==> src/rtl/rxoh_pkg.sv <==
package rxoh_pkg;
  typedef struct packed {
    logic take;
    logic isOh;
    logic isFirst;
    logic locked;
  } rxohCtl_t;
endpackage

==> src/rtl/rxoh_ctrl.sv <==
module rxoh_ctrl
  import rxoh_pkg::*;
#(
  parameter int BLOCK_LEN  = 85,
  parameter int NUM_BLOCKS = 56,
  parameter int IDX_W      = 13
) (
  input  logic             inStrobe,
  input  logic             inLocked,
  input  logic [IDX_W-1:0] inBitIdx,
  output rxohCtl_t         ctl
);
  logic [NUM_BLOCKS-1:0] hitVec;

  // one comparator per block start position
  for (genvar g = 0; g < NUM_BLOCKS; g++) begin : g_blk
    assign hitVec[g] = (inBitIdx == IDX_W'(g * BLOCK_LEN));
  end

  always_comb begin
    ctl.take    = inStrobe;
    ctl.isOh    = |hitVec;
    ctl.isFirst = hitVec[0];
    ctl.locked  = inLocked;
  end
endmodule

==> src/rtl/rxoh_dp.sv <==
module rxoh_dp
  import rxoh_pkg::*;
(
  input  logic     clk,
  input  logic     rstN,
  input  logic     inBit,
  input  logic     inLocked,
  input  rxohCtl_t ctl,
  output logic     serData,
  output logic     ohInd,
  output logic     frameStart,
  output logic     ohData,
  output logic     ohClkEn,
  output logic     ohFrame
);
  logic launchPending;
  logic ohTake;

  assign ohTake = ctl.take & ctl.isOh & ctl.locked;

  always_ff @(posedge clk) begin
    if (!rstN) begin
      serData       <= 1'b0;
      ohInd         <= 1'b0;
      frameStart    <= 1'b0;
      ohData        <= 1'b0;
      ohClkEn       <= 1'b0;
      ohFrame       <= 1'b0;
      launchPending <= 1'b0;
    end else begin
      ohInd      <= 1'b0;
      frameStart <= 1'b0;
      if (ctl.take) begin
        serData    <= inBit;
        ohInd      <= ctl.isOh & ctl.locked;
        frameStart <= ctl.isFirst & ctl.locked;
      end
      // launch data one cycle ahead of its sample enable
      launchPending <= ohTake;
      if (ohTake) begin
        ohData  <= inBit;
        ohFrame <= ctl.isFirst;
      end else if (!inLocked) begin
        ohFrame <= 1'b0;
      end
      ohClkEn <= launchPending & inLocked;
    end
  end
endmodule

==> src/rtl/rxoh_port.sv <==
module rxoh_port
  import rxoh_pkg::*;
#(
  parameter int BLOCK_LEN  = 85,
  parameter int NUM_BLOCKS = 56,
  parameter int IDX_W      = $clog2(BLOCK_LEN * NUM_BLOCKS)
) (
  input  logic             clk,
  input  logic             rstN,
  input  logic             inBit,
  input  logic             inStrobe,
  input  logic             inLocked,
  input  logic [IDX_W-1:0] inBitIdx,
  output logic             serData,
  output logic             ohInd,
  output logic             frameStart,
  output logic             ohData,
  output logic             ohClkEn,
  output logic             ohFrame
);
  rxohCtl_t ctl;

  rxoh_ctrl #(
    .BLOCK_LEN (BLOCK_LEN),
    .NUM_BLOCKS(NUM_BLOCKS),
    .IDX_W     (IDX_W)
  ) u_ctrl (
    .inStrobe(inStrobe),
    .inLocked(inLocked),
    .inBitIdx(inBitIdx),
    .ctl     (ctl)
  );

  rxoh_dp u_dp (
    .clk       (clk),
    .rstN      (rstN),
    .inBit     (inBit),
    .inLocked  (inLocked),
    .ctl       (ctl),
    .serData   (serData),
    .ohInd     (ohInd),
    .frameStart(frameStart),
    .ohData    (ohData),
    .ohClkEn   (ohClkEn),
    .ohFrame   (ohFrame)
  );
endmodule

==> config.mk <==
export PLATFORM = sky130hd
export DESIGN_NAME = rxoh_port
export DESIGN_NICKNAME = d
export VERILOG_FILES = /design/src/rtl/rxoh_pkg.sv /design/src/rtl/rxoh_ctrl.sv /design/src/rtl/rxoh_dp.sv /design/src/rtl/rxoh_port.sv
export SDC_FILE = /design/constraint.sdc
export NUM_CORES = 1
export LEC_CHECK = 0
export BUFFER_PORTS_ARGS = -buffer_cell sky130_fd_sc_hd__buf_2
export CAP_MARGIN = 20
export CORE_MARGIN = 2
export CORE_UTILIZATION = 35
export DETAILED_ROUTE_END_ITERATION = 6
export HOLD_SLACK_MARGIN = 0.05
export PLACE_DENSITY = 0.61
export SLEW_MARGIN = 20
export SYNTH_ARGS = -nofsm -noshare
export SYNTH_HDL_FRONTEND = slang
export SYNTH_HIERARCHICAL = 1
export SYNTH_SLANG_ARGS = --single-unit
==> constraint.sdc <==
create_clock -name clk -period 5.9 [get_ports clk]
set_clock_uncertainty 0.15 [all_clocks]
set_input_delay 0.295 -clock clk [delete_from_list [all_inputs] [get_ports clk]]
set_output_delay 0.295 -clock clk [all_outputs]
set_load 0.01 [all_outputs]
==> results.sh <==
export IMPL_synth_compound_area_share_pct=12.5
export IMPL_synth_edf_count=0
export IMPL_report_final_slew_viol_count=0
export IMPL_endpoint_kind="flip-flop"
export IMPL_timing_fmax_mhz=449
export IMPL_fillers=282
export IMPL_clk_pin_slew_ns=0.05
export IMPL_finalWeightedCongestion=0.958
export IMPL_initial_core_util_pct=36.7
export IMPL_hold_end="u_dp/ohData$_SDFFE_PN0P_"
export IMPL_pwr_density_cell_nw_per_um2=119
export IMPL_cts_sinks=7
export IMPL_ys_flop_type="dfxtp_1"
export IMPL_cts_resized=0
export IMPL_ctsHtreeMaxLevel=1
export IMPL_grt_pass1_vias=1140
export IMPL_synth_top_family_by_area="simple AND/OR/NAND/NOR gates"
export IMPL_setup_tns_ns=0
export IMPL_final_area_um2=1120
export IMPL_grt_max_degree=18
export IMPL_crit_fanout=8
export IMPL_r2r_end="u_dp/serData$_SDFFE_PN0P_"
export IMPL_antenna_cells=0
export IMPL_hold_viol=0
export IMPL_p_comb_share_pct=31.7
export IMPL_holdWs_ns=0.158
export IMPL_power_leakage_nw=0.373
export IMPL_r2r_slack_ns=5.16
export IMPL_vdd_ir_drop_worst_mv=0.131
export IMPL_drt_total_wl_mm=3.04
export IMPL_area_growth_pct=11.8
export IMPL_fp_row_count=19
export IMPL_syn_area_per_cell_um2=6.87
export IMPL_worstMarginPinSlew_ns=0.586
export IMPL_dr_first_iter_drc_count=55
export IMPL_antenna_found_initial=0
export IMPL_p_seq_share_pct=35.9
export IMPL_start_kind="primary input"
export IMPL_hp_start="inBit"
export IMPL_synthXorXnorAreaFrac_pct=1.75
export IMPL_drc_errors=0
export IMPL_nets=180
export IMPL_synth_area_mux_share_pct=2.99
export IMPL_reg2reg_depth=2
export IMPL_cts_setup_buffers=0
export IMPL_viasPerCell=6.47
export IMPL_drv_cap=0
export IMPL_status="finished, final reports clean"
export IMPL_intPower_uw=87.9
export IMPL_fp_dieW_um=57.5
export IMPL_rr_startpoint="u_dp/serData$_SDFFE_PN0P_"
export IMPL_ys_types=42
export IMPL_period_needed_ns=2.23
export IMPL_fin_cells=192
export IMPL_grt_use_total_pct=19.7
export IMPL_dieArea_um2=3310
export IMPL_yosys_area_share_simple_pct=62.3
export IMPL_dpl_cell_area_um2=1100
export IMPL_core_area_um2=2730
export IMPL_async_reset_ff_share_pct=0
export IMPL_relSlewSlack_pct=60.8
export IMPL_worstSkewPairLatency_ns=0.25
export IMPL_holdBufCountCts=0
export IMPL_grt_first_pass_wirelength_mm=5.20
export IMPL_dp_cells=188
export IMPL_holdCritPathClass="primary input to flip-flop"
export IMPL_synth_area_um2=1000
export IMPL_clockRootBuffer="clkbuf_4"
export IMPL_cts_tree="done"
export IMPL_grt_ovfl_total=0
export IMPL_crit_required_ns=5.93
export IMPL_yosysWarningCount=6
export IMPL_vias=1243
export IMPL_layout_drive_gt1_share_pct=21.7
export IMPL_hold_depth=3
export IMPL_yosysSeqAreaShare_pct=14.0
export IMPL_period_share_pct=37.8
export IMPL_setup_viol=0
export IMPL_power_switching_uw=45.8
export IMPL_wl_per_cell_um=15.8
export IMPL_ys_seq_elements=7
export IMPL_drt_pass1_iter_count=4
export IMPL_route_antenna_remaining_nets=0
export IMPL_syn_nets=164
export IMPL_cts_buffers=3
export IMPL_p_clk_share_pct=32.4
export IMPL_hpwl_mm=2.27
export IMPL_portBuffers=23
export IMPL_worstSetupPathType="primary input to flip-flop"
export IMPL_fp_dieH_um=57.5
export IMPL_ioPinCount=24
export IMPL_synthCells=146
export IMPL_cts_path_max_buffers=2
export IMPL_rsz0062_at_grt="no"
export IMPL_cp_arrival_ns=2.26
export IMPL_swShare_pct=34.3
export IMPL_synth_fa_ha_area_share_pct=0
cell families after synthesis:
group | Yosys count
AO/OA/AOI/OAI | 17
XOR/XNOR | 2
buffers and inverters | 13
flip-flops | 7
multiplexers | 3
AND/OR/NAND/NOR | 104
per-layer routing:
layer / vias up / track usage, % / part of all wire (%)
met5: - / 0 / 0
met3: 14 / 4.76 / 10
li1: 591 / - / -
met1: 565 / 27.9 / 41
met2: 73 / 27.9 / 46
met4: 0 / 9.30 / 3.0
Yosys cell counts, types with 3 or more instances:
cell type  number  share of area (%)
buf_2           3                1.5
buf_4           3                2.2
clkbuf_1        5                1.9
dfxtp_1         7                 14
mux2i_1         3                3.0
nand2_1        13                4.9
nand2b_1        7                4.4
nand3_1         8                4.0
nand3b_1        3                2.2
nand4_1         8                5.0
nand4b_1        3                2.6
nor2_1         15                5.6
nor3_1         14                7.0
nor4_1          6                3.7
nor4b_1         3                2.6
o22ai_1         7                4.4
or3_1           4                2.5
area by class of cell:
cell class | count | area [um^2] | share of cell area (%)
flip-flops and latches | 7 | 140 | 12.5
repair buffers | 23 | 115 | 10.3
multi-input cells | 126 | 798 | 71.1
well taps | 31 | 38.8 | 3.46
clock buffers | 4 | 26.3 | 2.34
inverters | 1 | 3.75 | 0.334
worst max-delay path by stage:
stage                       startpoint                         to  slack [ns]  cells after the start
final                     inBitIdx[12]   u_dp/ohData$_SDFFE_PN0P_        3.67                      9
after global routing       inBitIdx[0]   u_dp/ohData$_SDFFE_PN0P_        3.58                      9
after CTS                 inBitIdx[12]   u_dp/ohData$_SDFFE_PN0P_        3.68                      9
after detailed placement  inBitIdx[12]   u_dp/ohData$_SDFFE_PN0P_        3.43                      9
after global placement    inBitIdx[12]   u_dp/ohData$_SDFFE_PN0P_        3.46                      9
after floorplan            inBitIdx[8]  u_dp/ohFrame$_SDFFE_PN0P_        3.66                      9
stage by stage:
| step | setup WS, ns | util, % | power [mW] |
|---|---|---|---|
| final | 3.67 | 41.1 | 0.134 |
| after global routing | 3.58 | 41.1 | 0.144 |
| after CTS | 3.68 | 41.1 | 0.135 |
| after detailed placement | 3.43 | 40.1 | 0.0900 |
| after global placement | 3.46 | 40.1 | 0.0893 |
| after floorplan | 3.66 | - | 0.0768 |
cell usage in the layout, fill, tap and decap left out, drive strengths merged, types with 3 or more instances in the layout:
master / instances
mux2i: 3
or3: 4
clkbuf: 4
o22ai: 7
nand3b: 3
nor4: 6
nand4b: 3
nor4b: 4
dfxtp: 7
nand3: 8
nand2b: 8
nor2: 15
nand4: 8
nand2: 13
nor3: 14
buf: 23
and3: 3
worst max-delay path: stages:
cell,delay (ns)
buf_2,0.15
nand2b_4,0.18
or4b_4,0.51
or3_1,0.33
a211oi_2,0.21
nor3_1,0.08
nand4_1,0.10
and3_4,0.21
mux2i_1,0.18
flip-flops by register name, summed over array words and instances (netlist names):
| name | cells |
|---|---|
| u_dp/frameStart | 1 |
| u_dp/launchPending | 1 |
| u_dp/ohClkEn | 1 |
| u_dp/ohData | 1 |
| u_dp/ohFrame | 1 |
| u_dp/ohInd | 1 |
| u_dp/serData | 1 |
power groups by stage:
stage / Clock [mW] / Combinational (mW) / Sequential, mW
after global placement: 0 / 0.0404 / 0.0489
after CTS: 0.0454 / 0.0412 / 0.0479
after global routing: 0.0500 / 0.0465 / 0.0479
final: 0.0433 / 0.0424 / 0.0480
after floorplan: 0 / 0.0276 / 0.0491
after detailed placement: 0 / 0.0411 / 0.0490
No activity file was read; power rests on OpenSTA's default activity.
